`config.mk`:
```
export PLATFORM = sky130hd
export DESIGN_NAME = evt_sector_fmt
export DESIGN_NICKNAME = d
export VERILOG_FILES = /design/src/rtl/evt_fmt_pkg.sv /design/src/rtl/evt_fmt_seq.sv /design/src/rtl/evt_fmt_bytesel.sv /design/src/rtl/evt_fmt_outreg.sv /design/src/rtl/evt_sector_fmt.sv
export SDC_FILE = /design/constraint.sdc
export NUM_CORES = 1
export LEC_CHECK = 0
export ABC_AREA = 0
export BUFFER_PORTS_ARGS = -buffer_cell sky130_fd_sc_hd__buf_2
export CORE_ASPECT_RATIO = 0.75
export CORE_MARGIN = 2
export CORE_UTILIZATION = 59
export DETAILED_ROUTE_END_ITERATION = 10
export PLACE_DENSITY = 0.85
export SLEW_MARGIN = 15
export SYNTH_ARGS = -nofsm -noshare
export SYNTH_HDL_FRONTEND = slang
export SYNTH_SLANG_ARGS = --single-unit
```
`constraint.sdc`:
```
create_clock -name clk -period 4.15 [get_ports clk]
set_clock_uncertainty 0.1 [all_clocks]
set_input_delay 0.2075 -clock clk [delete_from_list [all_inputs] [get_ports clk]]
set_output_delay 0.2075 -clock clk [all_outputs]
set_load 0.005 [all_outputs]
```
`src/rtl/evt_fmt_pkg.sv`:
```
// Shared types for the event sector formatter.
// Assumes: at most three channels per scan; sector length is even.
package evt_fmt_pkg;
    typedef enum logic [2:0] {
        ST_IDLE,
        ST_HDR,
        ST_TC,
        ST_DATA,
        ST_PAD
    } fmt_state_e;
endpackage

```
`src/rtl/evt_fmt_seq.sv`:
```
// Stream position sequencer. Walks header, time-code and scan bytes and
// the pad tail. Drives the fetch address for the current byte.
// Assumes: 'advance' is 1 only while state is not idle; SEC_BYTES is even.
module evt_fmt_seq
    import evt_fmt_pkg::*;
#(
    parameter int HDR_BYTES = 256,
    parameter int TC_BYTES  = 32,
    parameter int SCANS     = 256,
    parameter int SEC_BYTES = 128,
    parameter int REC_W     = 8,
    parameter int IDX_W     = 8
) (
    input  logic             clk,
    input  logic             rst_n,
    input  logic             start,
    input  logic [1:0]       ch_count,
    input  logic [REC_W-1:0] rec_count,
    input  logic             advance,
    output fmt_state_e       state,
    output logic             hi_byte,
    output logic             pad_odd,
    output logic             sec_last,
    output logic             strm_last,
    output logic [REC_W-1:0] fetch_rec,
    output logic [IDX_W-1:0] fetch_idx,
    output logic [1:0]       fetch_ch
);
    localparam int CNT_MAX = (HDR_BYTES > TC_BYTES) ? HDR_BYTES : TC_BYTES;
    localparam int CNT_W   = $clog2(CNT_MAX);
    localparam int SCAN_W  = $clog2(SCANS);
    localparam int SEC_W   = $clog2(SEC_BYTES);

    logic [CNT_W-1:0]  cnt;
    logic [SCAN_W-1:0] scan;
    logic [1:0]        ch;
    logic [1:0]        nch;
    logic [REC_W-1:0]  rec;
    logic [REC_W-1:0]  nrec;
    logic [SEC_W-1:0]  sec_pos;
    logic              hdr_end, tc_end, word_end, scan_end, rec_end;
    logic              content_end;

    // Decode where the current byte sits in its section.
    always_comb begin
        hdr_end     = (state == ST_HDR) && (cnt == CNT_W'(HDR_BYTES - 1));
        tc_end      = (state == ST_TC) && (cnt == CNT_W'(TC_BYTES - 1));
        word_end    = (state == ST_DATA) && hi_byte && (ch == nch - 2'd1);
        scan_end    = word_end && (scan == SCAN_W'(SCANS - 1));
        rec_end     = scan_end && (rec == nrec - REC_W'(1));
        content_end = rec_end || (hdr_end && (nrec == '0));
        sec_last    = (sec_pos == SEC_W'(SEC_BYTES - 1));
        strm_last   = sec_last && (content_end || (state == ST_PAD));
        pad_odd     = sec_pos[0];
    end

    // Present the fetch address for the byte about to be emitted.
    always_comb begin
        fetch_rec = rec;
        fetch_ch  = ch;
        fetch_idx = (state == ST_DATA) ? IDX_W'(scan) : IDX_W'(cnt);
    end

    // Capture the event setup and step through the stream on each advance.
    always_ff @(posedge clk) begin
        if (!rst_n) begin
            state   <= ST_IDLE;
            cnt     <= '0;
            scan    <= '0;
            ch      <= '0;
            hi_byte <= 1'b0;
            rec     <= '0;
            nrec    <= '0;
            nch     <= 2'd1;
            sec_pos <= '0;
        end else if (state == ST_IDLE) begin
            if (start) begin
                state   <= ST_HDR;
                nch     <= (ch_count == 2'd0) ? 2'd1 : ch_count;
                nrec    <= rec_count;
                cnt     <= '0;
                scan    <= '0;
                ch      <= '0;
                hi_byte <= 1'b0;
                rec     <= '0;
                sec_pos <= '0;
            end
        end else if (advance) begin
            sec_pos <= sec_last ? '0 : sec_pos + SEC_W'(1);
            if (content_end) begin
                state <= sec_last ? ST_IDLE : ST_PAD;
            end else begin
                case (state)
                    ST_HDR: begin
                        cnt <= hdr_end ? '0 : cnt + CNT_W'(1);
                        if (hdr_end) state <= ST_TC;
                    end
                    ST_TC: begin
                        cnt <= tc_end ? '0 : cnt + CNT_W'(1);
                        if (tc_end) state <= ST_DATA;
                    end
                    ST_DATA: begin
                        hi_byte <= ~hi_byte;
                        if (hi_byte) begin
                            ch <= word_end ? 2'd0 : ch + 2'd1;
                            if (word_end) scan <= scan_end ? '0 : scan + SCAN_W'(1);
                            if (scan_end) begin
                                rec   <= rec + REC_W'(1);
                                state <= ST_TC;
                            end
                        end
                    end
                    ST_PAD: begin
                        if (sec_last) state <= ST_IDLE;
                    end
                    default: state <= ST_IDLE;
                endcase
            end
        end
    end

    // the channel index stays below the captured word count.
    assert_ch_range_R6: assert property (@(posedge clk) disable iff (!rst_n)
        (state == ST_DATA) |-> (ch < nch));

    // padding ends only on a sector boundary.
    assert_pad_exit_R8: assert property (@(posedge clk) disable iff (!rst_n)
        (state == ST_PAD && advance) |=> (state == ST_PAD || sec_pos == '0));
endmodule

```
`src/rtl/evt_fmt_bytesel.sv`:
```
// Byte selector. Chooses the stream byte for the current position from
// the header, time-code and sample read ports, or forms a pad byte.
// Assumes: read ports answer combinationally to the fetch address.
module evt_fmt_bytesel
    import evt_fmt_pkg::*;
(
    input  fmt_state_e  state,
    input  logic        hi_byte,
    input  logic        pad_odd,
    input  logic [7:0]  hdr_byte,
    input  logic [7:0]  tc_byte,
    input  logic [15:0] samp_word,
    output logic [7:0]  byte_out
);
    // Pick the source by section. Sample words are cut to 12 bits and
    // sent low byte first.
    always_comb begin
        case (state)
            ST_HDR:  byte_out = hdr_byte;
            ST_TC:   byte_out = tc_byte;
            ST_DATA: byte_out = hi_byte ? {4'b0000, samp_word[11:8]} : samp_word[7:0];
            ST_PAD:  byte_out = pad_odd ? 8'h08 : 8'h00;
            default: byte_out = 8'h00;
        endcase
    end
endmodule

```
`src/rtl/evt_fmt_outreg.sv`:
```
// Output register with valid/ready. It loads a new byte whenever the
// slot is empty or being drained, and holds it under back-pressure.
// It also flags the end of the event.
// Assumes: 'active' means the sequencer has a byte to offer.
module evt_fmt_outreg (
    input  logic       clk,
    input  logic       rst_n,
    input  logic       active,
    input  logic [7:0] byte_in,
    input  logic       sec_in,
    input  logic       last_in,
    input  logic       out_ready,
    output logic       advance,
    output logic [7:0] out_data,
    output logic       out_valid,
    output logic       sector_end,
    output logic       event_done
);
    logic sec_q;
    logic last_q;

    // A new byte may enter when the slot is free or leaving this cycle.
    always_comb advance = active && (!out_valid || out_ready);

    // Load, hold or drain the output slot; pulse done after the last byte.
    always_ff @(posedge clk) begin
        if (!rst_n) begin
            out_data   <= 8'h00;
            out_valid  <= 1'b0;
            sec_q      <= 1'b0;
            last_q     <= 1'b0;
            event_done <= 1'b0;
        end else begin
            if (advance) begin
                out_data  <= byte_in;
                out_valid <= 1'b1;
                sec_q     <= sec_in;
                last_q    <= last_in;
            end else if (out_ready) begin
                out_valid <= 1'b0;
            end
            event_done <= out_valid && out_ready && last_q;
        end
    end

    always_comb sector_end = sec_q && out_valid;

    // a stalled byte does not change or vanish.
    assert_hold_R10: assert property (@(posedge clk) disable iff (!rst_n)
        (out_valid && !out_ready) |=> (out_valid && $stable(out_data) && $stable(sector_end)));

    // done follows an accepted sector-closing byte and finds the slot empty.
    assert_done_after_sector_R11: assert property (@(posedge clk) disable iff (!rst_n)
        event_done |-> ($past(sector_end && out_ready) && !out_valid));

    // done is a single-cycle pulse.
    assert_done_pulse_R11: assert property (@(posedge clk) disable iff (!rst_n)
        event_done |=> !event_done);
endmodule

```
`src/rtl/evt_sector_fmt.sv`:
```
// Event sector formatter top. Builds header, record and pad bytes into a
// sector-aligned byte stream with valid/ready output.
// Assumes: source read ports are combinational from fetch_* outputs.
module evt_sector_fmt
    import evt_fmt_pkg::*;
#(
    parameter int HDR_BYTES = 256,
    parameter int TC_BYTES  = 32,
    parameter int SCANS     = 256,
    parameter int SEC_BYTES = 128,
    parameter int REC_W     = 8,
    localparam int CNT_MAX  = (HDR_BYTES > TC_BYTES) ? HDR_BYTES : TC_BYTES,
    localparam int IDX_W    = ($clog2(CNT_MAX) > $clog2(SCANS)) ? $clog2(CNT_MAX) : $clog2(SCANS)
) (
    input  logic             clk,
    input  logic             rst_n,
    input  logic             start,
    input  logic [1:0]       ch_count,
    input  logic [REC_W-1:0] rec_count,
    output logic [REC_W-1:0] fetch_rec,
    output logic [IDX_W-1:0] fetch_idx,
    output logic [1:0]       fetch_ch,
    input  logic [7:0]       hdr_byte,
    input  logic [7:0]       tc_byte,
    input  logic [15:0]      samp_word,
    output logic [7:0]       out_data,
    output logic             out_valid,
    input  logic             out_ready,
    output logic             sector_end,
    output logic             event_done
);
    fmt_state_e state;
    logic       hi_byte, pad_odd, sec_last, strm_last, advance;
    logic [7:0] byte_nxt;

    evt_fmt_seq #(
        .HDR_BYTES(HDR_BYTES), .TC_BYTES(TC_BYTES), .SCANS(SCANS),
        .SEC_BYTES(SEC_BYTES), .REC_W(REC_W), .IDX_W(IDX_W)
    ) u_seq (
        .clk(clk), .rst_n(rst_n), .start(start), .ch_count(ch_count),
        .rec_count(rec_count), .advance(advance), .state(state),
        .hi_byte(hi_byte), .pad_odd(pad_odd), .sec_last(sec_last),
        .strm_last(strm_last), .fetch_rec(fetch_rec),
        .fetch_idx(fetch_idx), .fetch_ch(fetch_ch)
    );

    evt_fmt_bytesel u_sel (
        .state(state), .hi_byte(hi_byte), .pad_odd(pad_odd),
        .hdr_byte(hdr_byte), .tc_byte(tc_byte), .samp_word(samp_word),
        .byte_out(byte_nxt)
    );

    evt_fmt_outreg u_out (
        .clk(clk), .rst_n(rst_n), .active(state != ST_IDLE),
        .byte_in(byte_nxt), .sec_in(sec_last), .last_in(strm_last),
        .out_ready(out_ready), .advance(advance), .out_data(out_data),
        .out_valid(out_valid), .sector_end(sector_end),
        .event_done(event_done)
    );

    // a high byte of a sample word never carries the unused nibble.
    assert_hi_nibble_R5: assert property (@(posedge clk) disable iff (!rst_n)
        (advance && state == ST_DATA && hi_byte) |=> (out_data[7:4] == 4'h0));

    // nothing is offered or signalled in the cycle after reset.
    assert_reset_quiet_R1: assert property (@(posedge clk)
        !rst_n |=> (!out_valid && !event_done && !sector_end));
endmodule

```
==> impl_metrics.tcl, run 1 <==
set metrics [dict create \
    synthDistinctLibCells 71 \
    finalHoldViolCount 0 \
    crit_buf_inv 0 \
    period_minus_slack_ns 3.03 \
    clockBufferDepth 2 \
    power.share.sequential_pct 32.9 \
    cp-end-kind "flop" \
    syn-mean-instance-area_sq_um 8.08 \
    comb_power_share_pct 37.7 \
    dr.pass1.iters 6 \
    track_usage_pct 29.2 \
    ios 75 \
    overflow 0 \
    worstPathRequired_ns 4.32 \
    drtAntennaViolNets 0 \
    diodes 0 \
    finalSetupViolCount 0 \
    cpLargestDelayFamily "simple AND/OR/NAND/NOR gates" \
    syn_inst 433 \
    ys_async_sr_fraction_pct 0 \
    drv_cap 0 \
    synthFlopType "dfxtp_1" \
    grt_max_degree 44 \
    die_area_sq_um 6570 \
    p_leak_nw 1.68 \
    total_power_mw 2.24 \
    synth_area_sq_um 3500 \
    rr_startpoint "u_seq.state[1]" \
    stdcell_count 584 \
    wl_per_cell_um 15.7 \
    drt_wl_total_um 9170 \
    initial_core_util_pct 60.7 \
    fmax_mhz 330 \
    setup_tns_ns 0 \
    critPathLaunchType "flop" \
    final_common_cell "buf_2" \
    switchingPower_mw 0.864 \
    clk_pin_slew_ns 0.07 \
    syn_to_final_growth_pct 19.8 \
    worst_slew_pin_slew_ns 0.724 \
    clkPwrFrac_pct 29.4 \
    crit_type "flop to flop" \
    coreArea_sq_um 5770 \
    hold_path.class "input port to flop" \
    ir_drop_mv 0.288 \
    num_vias 3604 \
    p_int_mw 1.37 \
    ys_warn_count 0 \
    clock_latency_ns 0.34 \
    slowest_delay_ns 0.79 \
    arrival_ns 3.21 \
    drc 0 \
    rsz0062_at_grt "no" \
    cts-resized-gates 0 \
    antenna_found_initial 0 \
    pwr_density_cell_nw_per_um2 534 \
    fin_crit_sh_pct 73.1 \
    drv_slew 0 \
    drive_above_1_share_pct 23.9 \
    gp_congestion 0.908 \
    cts_buffers 9 \
    synth-seq-area-share_pct 33.8 \
    final_cell_mix "buf_2, dfxtp_1, nand2_1" \
    port-buffer-count 70 \
    root_buffer "clkbuf_8" \
    grt_pass1_vias 3220 \
    dieWidth_um 92.9 \
    grt_pass1_wl_um 15400 \
    h-tree-depth 3 \
    slew_headroom_pct 51.5 \
    final_nets 552 \
    crit_chain "or3_1 -> mux2_2 -> o21ai_1 -> or2_1 -> or4_1 -> a21oi_1" \
    outcome "complete, no violations" \
    hold_buffers 8 \
    critPathSlowestCell "dfxtp_1" \
    synth_fp_nets 484 \
    drt_iter0_drc 348 \
    placed_cells 560 \
    vias_per_cell 6.17 \
    cts_tree "built" \
    switching_share_pct 38.6 \
    fp.dieH_um 70.7 \
    hpwl_um 6340 \
    rows 24 \
    synth_edf_count 0 \
    path_max_fanout 23 \
    holdCritStartpoint "rec_count[3]" \
    worstSetupStartpoint "u_seq.state[1]" \
    clock_sinks 59 \
    post_cts_buffers 0 \
    ys_ff_latch 59 \
]
## worst min-delay path, delay by kind of cell
family / cells / cell delay, ns
compound gates: 1 / 0.05
buf+inv: 1 / 0.10
simple gates: 1 / 0.05
## sequential cells by signal (all words and copies together), names as in the netlist
name / flops
u_seq.nch: 2
u_seq.fetch_ch: 2
u_seq.nrec: 8
u_seq.scan: 8
u_out.out_valid: 1
u_seq.cnt: 8
u_out.out_data: 8
u_seq.sec_pos: 7
u_out.sec_q: 1
u_seq.fetch_rec: 8
u_out.last_q: 1
u_out.event_done: 1
u_seq.hi_byte: 1
u_seq.state: 3
## stage by stage
step | setup slack (ns) | instance area [sq um] | hold slack [ns] | util (%)
CTS | 1.17 | 4190 | 0.00111 | 72.7
global placement | 1.25 | 3860 | 0.341 | 67.0
detailed placement | 1.20 | 3860 | 0.351 | 67.0
floorplan | 1.76 | 3500 | 0.243 | -
finish | 1.12 | 4190 | 0.0105 | 72.7
global route | 0.924 | 4190 | 0.0166 | 72.7
## area by class of cell
type	instances	area (sq um)
clock buffers	10	138
clock inverters	6	113
fillers	455	1570
inverters	7	26.3
multi-input cells	342	2180
flip-flops and latches	59	1180
well taps	78	97.6
repair buffers	82	460
## power groups by stage
stage / logic, mW / clock network, mW / registers [mW]
after floorplan: 0.661 / 0 / 0.694
after global placement: 0.796 / 0 / 0.739
after detailed placement: 0.818 / 0 / 0.743
after CTS: 0.829 / 0.666 / 0.731
after global routing: 0.940 / 0.690 / 0.751
final: 0.845 / 0.658 / 0.736
## layer usage
layer / routed length, um / global-route usage (%) / vias to the layer above / share of wire (%)
met5: 0 / 0 / - / 0
met4: 137 / 9.80 / 0 / 1.5
met3: 705 / 7.24 / 12 / 7.7
met2: 4190 / 44.3 / 152 / 46
met1: 4140 / 41.0 / 1704 / 45
li1: - / - / 1736 / -
## worst paths after layout
kind / end / slack [ns] / cells after the start
hold / removal: u_seq.nrec[3] / 0.01 / 3
setup / recovery: u_seq.fetch_rec[2] / 1.12 / 6
hold reg to reg: u_out.sec_q / 0.36 / 2
setup reg to reg: u_seq.fetch_rec[2] / 1.12 / 6
## cells in the mapped netlist, types with 6 or more instances
master	instances	area, sq um
dfxtp_1	59	1180
nand2_1	52	195
nor2_1	43	161
a21oi_1	37	185
nand3_1	22	110
clkbuf_1	18	67.6
o21ai_0	15	75.1
or3_1	12	75.1
mux2_2	10	113
a31oi_1	9	56.3
and3_1	8	50.1
mux2i_1	8	80.1
and2_1	7	43.8
o21ai_1	7	35.0
inv_1	6	22.5
nand2b_1	6	37.5
xor2_1	6	52.6
## cell families after synthesis
| family | Yosys count | synth area share (%) |
|---|---|---|
| multiplexers | 18 | 5.51 |
| XOR/XNOR | 10 | 2.50 |
| AO/OA/AOI/OAI | 119 | 23.8 |
| adder cells (fa/ha/maj) | 5 | 1.79 |
| AND/OR/NAND/NOR | 190 | 28.6 |
| buffers and inverters | 32 | 4.01 |
| flip-flops | 59 | 33.8 |
No activity file was read; power rests on OpenSTA's default activity.
==> inputs of run 2 (changes only) <==
Settings changed: ABC_AREA 0 to 1, CORE_UTILIZATION 59 to 55, PLACE_DENSITY 0.85 to 0.8.
Clock period 4.15 ns to 3.05 ns, I/O delays scaled along.
==> impl_metrics.tcl, run 2 <==
set metrics [dict create \
    h-tree-depth 3 \
    outcome "complete, no violations" \
    ys_ff_latch 59 \
    crit_type "flop to flop" \
    finalHoldViolCount 0 \
    clockBufferDepth 2 \
    clock_latency_ns 0.35 \
    dieWidth_um 97.8 \
    drv_cap 0 \
    overflow 0 \
    synthFlopType "dfxtp_1" \
    drt_iter0_drc 229 \
    pwr_density_cell_nw_per_um2 863 \
    hold_ws_ns 0.0164 \
    synth_fp_nets 626 \
    cp-end-kind "flop" \
    synth_area_leader_cell "dfxtp_1" \
    critPathLaunchType "flop" \
    synth_top_area_share_pct 32.6 \
    cts_tree "built" \
    drive_above_1_share_pct 16.7 \
    grt_max_degree 34 \
    diodes 0 \
    period_minus_slack_ns 2.60 \
    fmax_mhz 385 \
    fp.dieH_um 74.3 \
    setup_tns_ns 0 \
    rows 25 \
    root_buffer "clkbuf_8" \
    port-buffer-count 70 \
    hpwl_um 6850 \
    synth_area_sq_um 3630 \
    path_max_fanout 15 \
    yosys-top-cells-area "dfxtp_1, nand2_1, nor2_1, inv_1, a21oi_1" \
    fin_crit_sh_pct 85.2 \
    grt_pass1_vias 3490 \
    r2r_setup_slack_ns 0.45 \
    clk_pin_slew_ns 0.07 \
    p_leak_nw 2.09 \
    drv_slew 0 \
    grt_pass1_wl_um 15700 \
    num_vias 3880 \
    slew_headroom_pct 25.3 \
    gp_congestion 0.882 \
    synth_most_common_cell "nand2_1" \
    syn_inst 575 \
    coreArea_sq_um 6350 \
    finalSetupViolCount 0 \
    min_path_cells 3 \
    clock_sinks 59 \
    drc 0 \
    worstPathRequired_ns 3.12 \
    r2r.worst_path.cells 11 \
    cts_buffers 9 \
    final_cell_mix "nand2_1, nor2_1, buf_2" \
    synth-seq-area-share_pct 32.6 \
    ir_drop_mv 0.347 \
    syn-mean-instance-area_sq_um 6.31 \
    vias_per_cell 5.24 \
    wl_per_cell_um 12.7 \
    rr_startpoint "u_seq.state[2]" \
    drt_wl_total_um 9420 \
    track_usage_pct 26.9 \
    ys_async_sr_fraction_pct 0 \
    die_area_sq_um 7270 \
    antenna_found_initial 0 \
    dr.pass1.iters 4 \
    drtAntennaViolNets 0 \
    syn_to_final_growth_pct 19.7 \
    rsz0062_at_grt "no" \
    reg2reg_to "u_seq.fetch_rec[5]" \
    synth.top_cells.by_count "nand2_1, nor2_1, inv_1" \
    synthDistinctLibCells 38 \
    worst_slew_pin_slew_ns 1.12 \
    ios 75 \
    ys_warn_count 0 \
    final_nets 705 \
    final_common_cell "nand2_1" \
    arrival_ns 2.66 \
    worstSetupEndpoint "u_seq.fetch_rec[5]" \
    worstSetupStartpoint "u_seq.state[2]" \
    initial_core_util_pct 57.1 \
    hold_path.class "input port to flop" \
    synth_edf_count 0 \
]
run 2: changes by cell type after synthesis, sizes merged, moves of 7 or more:
cell,delta
nand2,+135
inv,+62
nor2,+33
nand3,+13
or3,-12
mux2,-10
clkbuf,-8
mux2i,-8
a31oi,-7
and3,-7
nor3,+7
o21ai,+7
run 2: what timing repair did:
action | in CTS | in global routing
resized for setup | 0 | 0
endpoints found under the hold margin | 9 | 0
hold buffers | 9 | 0
buffers inserted | 0 | 0
run 2: layout make-up:
cell class	count	area, sq um
repair buffers	81	455
clock buffers	10	128
inverters	70	263
clock inverters	6	90.1
well taps	81	101
flip-flops and latches	59	1180
fillers	579	2010
multi-input cells	433	2120
run 2: worst min-delay path by stage:
stage                 start                to  slack, ns
6_report       rec_count[1]     u_seq.nrec[1]       0.02
5_1_grt        rec_count[1]     u_seq.nrec[1]       0.02
4_1_cts        rec_count[1]     u_seq.nrec[1]      0.006
3_5_place_dp      out_ready  u_out.event_done       0.31
3_3_place_gp   rec_count[5]     u_seq.nrec[5]       0.31
2_1_floorplan     out_ready  u_out.event_done       0.19
run 2: power breakdown:
part           leakage (nW)  total [mW]  internal, mW  switching (mW)
sequential            0.483        1.15         0.959           0.188
combinational          1.50        1.81         0.630            1.18
clock                 0.106       0.787         0.461           0.326
run 2: through the flow:
step	power [mW]	utilization [%]	cell area (sq um)	worst slack (ns)	std cells
after floorplan	2.50	-	3630	1.02	575
after global placement	2.87	63.5	4040	0.581	715
after detailed placement	2.94	63.5	4040	0.487	715
after CTS	3.74	68.4	4340	0.463	740
after global routing	4.09	68.4	4340	0.211	740
final	3.75	68.4	4340	0.453	740
run 2: per-layer routing:
layer	vias to the layer above	GRT usage (%)	wire, um
li1	1996	-	-
met1	1746	34.7	4280
met2	127	45.0	4350
met3	11	7.71	706
met4	0	7.56	86
met5	-	0	0
run 2: kinds of logic (layout without fill, tap and decap cells):
family,count (synthesis),in the layout,share of synthesized area [%]
AO/OA/AOI/OAI,88,88,13.3
XOR/XNOR,16,16,3.86
adder cells (fa/ha/maj),5,5,1.72
AND/OR/NAND/NOR,324,324,39.7
flip-flops,59,59,32.6
buffers and inverters,83,167,8.90
run 2: critical path, stage by stage, from the launching register on:
cell      delay [ns]
dfxtp_1         0.40
inv_2           0.10
nand2_2         0.12
nor2_4          0.10
nor2_2          0.47
inv_2           0.20
nand2_2         0.19
o211ai_1        0.14
inv_2           0.14
nand4_2         0.24
nand2_1         0.13
a21oi_1         0.08
